<file path="config.mk">
export PLATFORM = sky130hd
export DESIGN_NAME = lpc_io_target
export DESIGN_NICKNAME = d
export VERILOG_FILES = /design/src/rtl/lpc_tgt_pkg.sv /design/src/rtl/lpc_addr_window.sv /design/src/rtl/lpc_cycle_fsm.sv /design/src/rtl/lpc_lad_drive.sv /design/src/rtl/lpc_io_target.sv
export SDC_FILE = /design/constraint.sdc
export NUM_CORES = 1
export LEC_CHECK = 0
export BUFFER_PORTS_ARGS = -buffer_cell sky130_fd_sc_hd__buf_2
export CAP_MARGIN = 20
export CORE_UTILIZATION = 48
export DETAILED_ROUTE_END_ITERATION = 8
export PLACE_DENSITY_LB_ADDON = 0.1
export SLEW_MARGIN = 15
export SYNTH_ARGS = -nofsm -noshare
export SYNTH_HDL_FRONTEND = slang
export SYNTH_SLANG_ARGS = --single-unit
</file>
<file path="constraint.sdc">
create_clock -name clk -period 1.6 [get_ports clk]
set_clock_uncertainty 0.05 [all_clocks]
set_input_delay 0.32 -clock clk [delete_from_list [all_inputs] [get_ports clk]]
set_output_delay 0.32 -clock clk [all_outputs]
set_load 0.1 [all_outputs]
</file>
<file path="src/rtl/lpc_tgt_pkg.sv">
package lpc_tgt_pkg;

    localparam int NIB_W     = 4;
    localparam int ADDR_W    = 16;
    localparam int DATA_W    = 8;
    localparam int ADDR_NIBS = ADDR_W / NIB_W;
    localparam int DATA_NIBS = DATA_W / NIB_W;
    localparam int HTAR_CLKS = 2;
    localparam int CNT_W     = $clog2(ADDR_NIBS);

    localparam logic [NIB_W-1:0] NIB_START     = 4'h0;
    localparam logic [NIB_W-1:0] NIB_TYPE_IORD = 4'h0;
    localparam logic [NIB_W-1:0] NIB_TYPE_IOWR = 4'h2;
    localparam logic [NIB_W-1:0] NIB_SYNC_WAIT = 4'h6;
    localparam logic [NIB_W-1:0] NIB_SYNC_RDY  = 4'h0;
    localparam logic [NIB_W-1:0] NIB_TAR       = 4'hF;

    typedef enum logic [3:0] {
        ST_IDLE,
        ST_CTDIR,
        ST_ADDR,
        ST_WDATA,
        ST_HTAR,
        ST_SWAIT,
        ST_SRDY,
        ST_RDATA,
        ST_TTAR_DRV,
        ST_TTAR_REL,
        ST_SKIP
    } bus_state_e;

    typedef struct packed {
        logic              is_write;
        logic [ADDR_W-1:0] addr;
        logic [DATA_W-1:0] wdata;
    } io_req_t;

    typedef struct packed {
        logic             oe;
        logic [NIB_W-1:0] nib;
    } lad_drv_t;

    function automatic logic addr_in_window(input logic [ADDR_W-1:0] a,
                                            input logic [ADDR_W-1:0] base,
                                            input logic [ADDR_W:0]   size);
        logic [ADDR_W:0] off;
        off = {1'b0, a} - {1'b0, base};
        return (a >= base) && (off < size);
    endfunction

endpackage

</file>
<file path="src/rtl/lpc_addr_window.sv">
module lpc_addr_window
    import lpc_tgt_pkg::*;
#(
    parameter logic [ADDR_W-1:0] BASE_ADDR = 16'h0380,
    parameter int unsigned       WIN_SIZE  = 16
) (
    input  logic [ADDR_W-1:0] addr,
    output logic              hit
);
    localparam bit POW2_ALIGNED = ((WIN_SIZE & (WIN_SIZE - 1)) == 0) &&
                                  ((int'(BASE_ADDR) % int'(WIN_SIZE)) == 0);
    localparam int SH = $clog2(WIN_SIZE);

    generate
        if (POW2_ALIGNED && SH < ADDR_W) begin : g_mask
            // Aligned power-of-two window: compare upper bits only.
            assign hit = (addr[ADDR_W-1:SH] == BASE_ADDR[ADDR_W-1:SH]);
        end else begin : g_range
            // General window: subtract and compare against the size.
            assign hit = addr_in_window(addr, BASE_ADDR, (ADDR_W+1)'(WIN_SIZE));
        end
    endgenerate

endmodule

</file>
<file path="src/rtl/lpc_cycle_fsm.sv">
module lpc_cycle_fsm
    import lpc_tgt_pkg::*;
(
    input  logic              clk,
    input  logic              rst,
    input  logic              pd_n,
    input  logic              frame_n,
    input  logic [NIB_W-1:0]  lad_in,
    input  logic              loc_ready,
    input  logic [DATA_W-1:0] loc_rdata,
    input  logic              window_hit,
    output logic [ADDR_W-1:0] cand_addr,
    output bus_state_e        state,
    output io_req_t           req,
    output logic [DATA_W-1:0] rdata
);
    logic [CNT_W-1:0] cnt;

    // Address as it stands once the nibble on the bus is shifted in.
    assign cand_addr = {req.addr[ADDR_W-NIB_W-1:0], lad_in};

    always_ff @(posedge clk) begin
        if (rst) begin
            state <= ST_IDLE;
            cnt   <= '0;
            req   <= '0;
            rdata <= '0;
        end else if (!pd_n) begin
            state <= ST_IDLE;
            cnt   <= '0;
        end else if (!frame_n) begin
            cnt   <= '0;
            state <= (lad_in == NIB_START) ? ST_CTDIR : ST_IDLE;
        end else begin
            case (state)
                ST_CTDIR: begin
                    cnt <= '0;
                    if (lad_in == NIB_TYPE_IORD) begin
                        req.is_write <= 1'b0;
                        state        <= ST_ADDR;
                    end else if (lad_in == NIB_TYPE_IOWR) begin
                        req.is_write <= 1'b1;
                        state        <= ST_ADDR;
                    end else begin
                        state <= ST_SKIP;
                    end
                end
                ST_ADDR: begin
                    req.addr <= cand_addr;
                    if (cnt == CNT_W'(ADDR_NIBS - 1)) begin
                        cnt <= '0;
                        if (!window_hit)       state <= ST_SKIP;
                        else if (req.is_write) state <= ST_WDATA;
                        else                   state <= ST_HTAR;
                    end else begin
                        cnt <= cnt + 1'b1;
                    end
                end
                ST_WDATA: begin
                    req.wdata <= {lad_in, req.wdata[DATA_W-1:NIB_W]};
                    if (cnt == CNT_W'(DATA_NIBS - 1)) begin
                        cnt   <= '0;
                        state <= ST_HTAR;
                    end else begin
                        cnt <= cnt + 1'b1;
                    end
                end
                ST_HTAR: begin
                    if (cnt == CNT_W'(HTAR_CLKS - 1)) begin
                        cnt   <= '0;
                        state <= ST_SWAIT;
                    end else begin
                        cnt <= cnt + 1'b1;
                    end
                end
                ST_SWAIT: begin
                    if (loc_ready) begin
                        state <= ST_SRDY;
                        if (!req.is_write) rdata <= loc_rdata;
                    end
                end
                ST_SRDY: begin
                    cnt   <= '0;
                    state <= req.is_write ? ST_TTAR_DRV : ST_RDATA;
                end
                ST_RDATA: begin
                    rdata <= rdata >> NIB_W;
                    if (cnt == CNT_W'(DATA_NIBS - 1)) begin
                        cnt   <= '0;
                        state <= ST_TTAR_DRV;
                    end else begin
                        cnt <= cnt + 1'b1;
                    end
                end
                ST_TTAR_DRV: state <= ST_TTAR_REL;
                ST_TTAR_REL: state <= ST_IDLE;
                default:     state <= state;
            endcase
        end
    end

    AST_PD_PARKS_IDLE: assert property (@(posedge clk) disable iff (rst)
        (!pd_n) |=> (state == ST_IDLE));

    AST_READY_AFTER_WAIT: assert property (@(posedge clk) disable iff (rst)
        (state == ST_SRDY) |-> ($past(state) == ST_SWAIT));

    AST_WAIT_HOLDS: assert property (@(posedge clk) disable iff (rst)
        (state == ST_SWAIT && !loc_ready && pd_n && frame_n) |=> (state == ST_SWAIT));

endmodule

</file>
<file path="src/rtl/lpc_lad_drive.sv">
module lpc_lad_drive
    import lpc_tgt_pkg::*;
(
    input  logic             clk,
    input  logic             rst,
    input  logic             pd_n,
    input  bus_state_e       state,
    input  logic             is_write,
    input  logic [NIB_W-1:0] rdata_nib,
    output logic [NIB_W-1:0] lad_out,
    output logic             lad_oe,
    output logic             loc_wr,
    output logic             loc_rd
);
    lad_drv_t drv;

    always_comb begin
        drv = '{oe: 1'b0, nib: NIB_TAR};
        case (state)
            ST_SWAIT:    drv = '{oe: 1'b1, nib: NIB_SYNC_WAIT};
            ST_SRDY:     drv = '{oe: 1'b1, nib: NIB_SYNC_RDY};
            ST_RDATA:    drv = '{oe: 1'b1, nib: rdata_nib};
            ST_TTAR_DRV: drv = '{oe: 1'b1, nib: NIB_TAR};
            default:     drv = '{oe: 1'b0, nib: NIB_TAR};
        endcase
    end

    // Power-down disables the drivers in the same clock it is seen.
    assign lad_out = drv.nib;
    assign lad_oe  = drv.oe & pd_n;
    assign loc_wr  = (state == ST_SWAIT) &  is_write & pd_n;
    assign loc_rd  = (state == ST_SWAIT) & ~is_write & pd_n;

    AST_DRIVE_OPENS_WITH_WAIT: assert property (@(posedge clk) disable iff (rst)
        $rose(lad_oe) |-> (lad_out == NIB_SYNC_WAIT));

    AST_ONE_STROBE: assert property (@(posedge clk) disable iff (rst)
        !(loc_wr && loc_rd));

endmodule

</file>
<file path="src/rtl/lpc_io_target.sv">
module lpc_io_target
    import lpc_tgt_pkg::*;
#(
    parameter logic [ADDR_W-1:0] BASE_ADDR = 16'h0380,
    parameter int unsigned       WIN_SIZE  = 16
) (
    input  logic              clk,
    input  logic              rst,
    input  logic              pd_n,
    input  logic              frame_n,
    input  logic [NIB_W-1:0]  lad_in,
    output logic [NIB_W-1:0]  lad_out,
    output logic              lad_oe,
    output logic [ADDR_W-1:0] loc_addr,
    output logic [DATA_W-1:0] loc_wdata,
    input  logic [DATA_W-1:0] loc_rdata,
    output logic              loc_wr,
    output logic              loc_rd,
    input  logic              loc_ready
);
    logic [ADDR_W-1:0] cand_addr;
    logic              window_hit;
    bus_state_e        state;
    io_req_t           req;
    logic [DATA_W-1:0] rdata;

    lpc_addr_window #(
        .BASE_ADDR (BASE_ADDR),
        .WIN_SIZE  (WIN_SIZE)
    ) u_window (
        .addr (cand_addr),
        .hit  (window_hit)
    );

    lpc_cycle_fsm u_fsm (
        .clk        (clk),
        .rst        (rst),
        .pd_n       (pd_n),
        .frame_n    (frame_n),
        .lad_in     (lad_in),
        .loc_ready  (loc_ready),
        .loc_rdata  (loc_rdata),
        .window_hit (window_hit),
        .cand_addr  (cand_addr),
        .state      (state),
        .req        (req),
        .rdata      (rdata)
    );

    lpc_lad_drive u_drive (
        .clk       (clk),
        .rst       (rst),
        .pd_n      (pd_n),
        .state     (state),
        .is_write  (req.is_write),
        .rdata_nib (rdata[NIB_W-1:0]),
        .lad_out   (lad_out),
        .lad_oe    (lad_oe),
        .loc_wr    (loc_wr),
        .loc_rd    (loc_rd)
    );

    assign loc_addr  = req.addr;
    assign loc_wdata = req.wdata;

endmodule

</file>
After elaboration in Yosys (flattened, before gate mapping)
Cells that the tools add are included.

cells by class
  order comparisons = 0
  reductions and logical operators = 13
  add/subtract/negate cells = 1
  eq/ne operators = 21
  bitwise gates (word level) = 8
  div/mod/pow operators = 0
  mux-type cells = 22
  $mul = 0
  shift-type cells = 0

operators with widths
  operator               number
  $mux W4                10
  $pmux W4 S9            1
  $pmux W5 S4            1
  $eq A4 B3 Y1 const B   4
  $mux W8                2
  $pmux W8 S2            1
  $eq A12 B6 Y1 const B  1
  $eq A4 B2 Y1 const B   3
  $ne A10 B1 Y1 const B  1
  $ne A3 B2 Y1 const B   3
  $eq A4 B4 Y1 const B   2
  $ne A3 B3 Y1 const B   2
  $pmux W2 S3            1
  $reduce_and A3 Y1      2
  $reduce_and A6 Y1      1
  $reduce_or A3 Y1       2
  $and A1 B1 Y1          5
  $reduce_and A5 Y1      1
  $eq A4 B1 Y1 const B   1
  $logic_not A4 Y1       1
  $mux W2                2
  $ne A2 B2 Y1 const B   2
  $reduce_and A4 Y1      1
  $reduce_bool A2 Y1     2
  8 further kinds        13

storage, ports and cells
  output and inout bits = 31
  memory bits (read-only) = 0
  bits of input ports = 17
  word-level logic and storage cells = 71
  RAM bits = 0
  memories = 0
  latch bits = 0
  flip-flop bits (word level) = 39

Longest topological paths before layout
  depth in word-level cells = 5
  mapped depth = 8
  mapped depth without buffers = 7

Hierarchy
Synthesis repeated with hierarchy kept, for this count alone.

second synthesis, totals
  cell total of the unflattened synthesis = 251
  area total of the unflattened synthesis = 2030.7 um^2

modules (own cells, without submodules)
  module           instances  cells an instance  area an instance (um^2)
  lpc_cycle_fsm    1          231                1896.8
  lpc_lad_drive    1          16                 96.3
  lpc_addr_window  1          4                  37.5

Worst setup path after synthesis
No wires, ideal clock.

  path kind = register to output
  start point = register u_fsm.state[2]
  end point = output loc_rd
  arrival time = 2.198 ns
  stages on the path, launching flop included = 6
  slack = -0.968 ns
  required time = 1.230 ns
  path through = dfxtp_1 > buf_2 > buf_6 > and2b_1 > nand4b_1 > nor2_1

between the ends
  longest elaborated chain between the ends = 3

ends and longest elaborated chain
  item                         RTL line             text
  start: declaration           lpc_cycle_fsm.sv:13  output bus_state_e state,
  start signal: assignment     lpc_cycle_fsm.sv:33  state <= (lad_in == NIB_START) ? ST_CTDIR : ST_IDLE;
  start signal: assignment     lpc_cycle_fsm.sv:84  state <= req.is_write ? ST_TTAR_DRV : ST_RDATA;
  start signal: assignment     lpc_cycle_fsm.sv:97  default: state <= state;
  $eq A4 B3 Y1                 lpc_lad_drive.sv:32  assign loc_rd = (state == ST_SWAIT) & ~is_write & pd_n;
  $and A1 B1 Y1 (2 in series)  lpc_lad_drive.sv:32
  end: declaration             lpc_io_target.sv:18  output logic loc_rd,

Every way passes these cells.

Worst setup path after layout
  start point = register u_fsm.state[3]
  end point = output loc_wr

between the ends
  longest elaborated chain between the ends = 3

ends and longest elaborated chain
  item                         RTL line             text
  $eq A4 B3 Y1                 lpc_lad_drive.sv:31  assign loc_wr = (state == ST_SWAIT) & is_write & pd_n;
  $and A1 B1 Y1 (2 in series)  lpc_lad_drive.sv:31
  end: declaration             lpc_io_target.sv:17  output logic loc_wr,

Every way passes these cells.

==> summary.txt <==
Layout
  – N_diodes: 0
  – Finished Cell Area: 2940 um2
  – Layout area overhead: 42.4%
  – Layout Cells excl Fill: 373
  – Nets: 342
  – Share of layout cells above drive strength 1: 43.7%

Placed design
  – Placed insts: approximately 360
  – Hpwl dp: around 3400 um
  – Placer Congestion: ~0.88
  – Port buffer count: 47
  – Dpl cell area: 2640 um2

Yosys
  – Cells after Synth: 253
  – Area contributors post-synth: dfxtp_1 38%, nand2_1 8.0%, mux2i_1 6.3%, a21oi_1 6.1%, nor2_1 4.7%
  – Ys Warns: 0
  – Sequential area share after synthesis: 37.8%
  – Flops & latches, synth: 39
  – Avg Cell Area, Syn: roughly 8 um2
  – Cell Area, Synth: roughly 2100 um2
  – Biggest area consumer among synthesized cells: dfxtp_1
  – Syn_nets: 273
  – Post-synth top area share: 37.8%
  – Cell variety after synth: 51

CTS
  – Hold_buf cts: 0
  – Clk_lat worst skew: about 0.3 ns
  – H-tree depth: 2
  – CTS tree: done
  – Deepest clock path buffer count: 2
  – Clk root buf: clkbuf_8
  – CTS sink cnt: 39
  – CTS clk-pin slew, worst paths: 0.08 ns
  – Num CTS Buffers: 5

Worst setup path
  – Reg2Reg Launch Point: u_fsm.state[2]
  – WS Path Type: flip-flop to output port
  – CP startpoint: u_fsm.state[3]
  – R2R setup slack: 0 ns
  – Worst-path cell chain: and2b_2 -> nand4b_1 -> nor2_4 -> buf_12
  – CP bufs+invs: 1
  – Critical Path AT: between 1 and 1.5 ns
  – Crit path largest cell delay: around 0.33 ns
  – CP max FO: 4
  – CP Launch Type: flip-flop
  – Crit-path slowest cell: dfxtp_2
  – WP data required: ~1.2 ns
  – Critical Path End Type: output port
  – Worst path top cell family by delay: simple AND/OR/NAND/NOR gates

Power and ir drop
  – Cell area power density: 594 nW/um2
  – Worst VDD drop: 583 uV
  – Total power: 1.74 mW
  – Leak pwr: 1.19 nW

Timing
  – Slew Viols, Final: 0
  – Fin crit share: 115%
  – Final min period: 1.85 ns
  – Final Hold Fails: 0
  – RSZ-0062 raised after global routing: true
  – Max transition margin: 67.2%
  – Final Worst Setup Slack: -0.246 ns
  – Highest Clock Rate: 542 MHz
  – Worst Tran Pin Value: 0.495 ns
  – Final setup fails: 8

Detailed routing
  – Routed WL: around 5100 um
  – Vias: ~2000
  – DRC: 0
  – Via density: approximately 5.3
  – Pre-antenna DRT Iters: 4
  – DR WL/cell: ~14 um
  – Initial DRC count: approximately 130
  – Post-DRT Antenna Nets: 0

Die
  – I/O pin count: 48
  – Row count: 23
  – Initial Util: 50.9%
  – Die height: a little under 70 um
  – Die area: 4570 um2
  – Die W: 67.6 um
  – Core region area: 4060 um2

Global route
  – Grt ovf: 0
  – Pin count of the biggest net entering global routing: 22
  – Vias in the first global route: 1720
  – Initial antenna violation count: 0
  – First-pass GRT wire length: 7980 um
  – Gr usage total: 23.6%

Flow run
  – Max Cap Violations: 0

Worst hold path
  – Hold path start: loc_rdata[5]
  – Hold Path Class: input pin to flip-flop

Outcome
  – Status: complete, but fails checks
  – Failing checks: setup timing
-- cells by family (layout without fill, tap and decap cells) --
group / Yosys count / after routing / share of synthesized area [%]
AOI/OAI and AO/OA: 60 / 60 / 19.0
xor gates and xnor gates: 2 / 2 / 0.849
adders and majority gates: 3 / 3 / 1.82
buffers and inverters: 24 / 94 / 6.85
DFF: 39 / 39 / 37.8
muxes: 15 / 15 / 7.39
and+or+nand+nor: 110 / 110 / 26.2
-- placed cells by master, fill, tap and decap left out, types with 4 or more instances in the layout --
| cell | Yosys | routed |
|---|---|---|
| nand3_1 | 13 | 11 |
| buf_12 | 0 | 9 |
| dfxtp_2 | 0 | 14 |
| a21oi_1 | 25 | 24 |
| clkbuf_8 | 0 | 5 |
| nand2_1 | 44 | 41 |
| nor2_1 | 26 | 22 |
| buf_4 | 2 | 19 |
| buf_2 | 5 | 40 |
| dfxtp_1 | 39 | 21 |
| mux2i_1 | 13 | 12 |
| dfxtp_4 | 0 | 4 |
| o21ai_0 | 10 | 7 |
| a211oi_1 | 4 | 4 |
| buf_6 | 5 | 12 |
-- worst reg2reg max path: cells and delay by family, from the launching register on --
kind	cells	cell delay, ns
AO/OA/AOI/OAI	3	0.78
buffers and inverters	1	0.15
flip-flops	1	0.35
AND/OR/NAND/NOR	1	0.17
-- Yosys cell counts (all sizes together) --
master,count
buf,12
o211a,1
and2b,1
nand2b,3
dfxtp,39
nor4b,1
o41ai,1
o211ai,2
nor4bb,1
mux2i,13
xor2,1
nor3b,3
a32oi,1
nor3,3
o21bai,2
nand3,14
mux2,2
and2,1
ha,3
o32ai,1
o21ai,11
nor2,27
and3,3
a211oi,6
o32a,1
a21oi,25
a2111oi,1
clkbuf,7
nor2b,3
nor4,3
o31a,1
o31ai,2
a2bb2oi,1
o21a,3
inv,5
nand2,46
nand4b,1
xnor2,1
o221a,1
-- power breakdown --
group	internal [mW]	switching (mW)	leakage, nW
Combinational	0.0496	0.0670	0.826
Sequential	0.965	0.00218	0.324
Clock	0.305	0.356	0.0412
-- worst paths after layout --
check,to,cells past startpoint
setup / recovery,loc_wr,4
hold / removal,u_fsm.rdata[5],3
setup reg to reg,u_fsm.state[2],5
hold reg to reg,u_fsm.req[20],2
-- state kept, by name (all words and copies together) (netlist names) --
| register | flops |
|---|---|
| u_fsm.req | 13 |
| u_fsm.cand_addr | 12 |
| u_fsm.rdata | 8 |
| u_fsm.cnt | 2 |
| u_fsm.state | 4 |
-- stage by stage --
stage	hold WS [ns]	utilization, %	worst slack (ns)	TNS [ns]
4_1_cts	0.223	70.2	-0.230	-1.18
6_report	0.226	72.4	-0.246	-1.46
5_1_grt	0.215	72.4	-0.299	-2.05
2_1_floorplan	0.381	-	-0.282	-0.669
3_5_place_dp	0.396	65.1	-0.0566	-0.104
3_3_place_gp	0.390	65.1	-0.0147	-0.0150
-- timing repair --
item,4_1_cts,5_1_grt
gates resized for setup,21,26
setup endpoints to repair,18,43
cloned,0,0
pin swaps,2,16
buffers inserted,6,2
-- per-layer routing --
metal  up-vias  GRT usage, %  part of all wire, %
li1       1022             -                    -
met1       914          31.6                   47
met2        48          36.6                   47
met3         7          4.90                  4.3
met4         0          9.04                  1.5
met5         -             0                    0
-- cell type report --
type                       count  area, um2
fill                         308       1120
inverter                       5       18.8
multi-input combinational    190       1290
sequential                    39        813
tap                           50       62.6
clock inverter                 2       12.5
clock buffer                   6       72.6
timing repair buffer          81        673
Note: power is estimated with default switching activity, not from simulation.
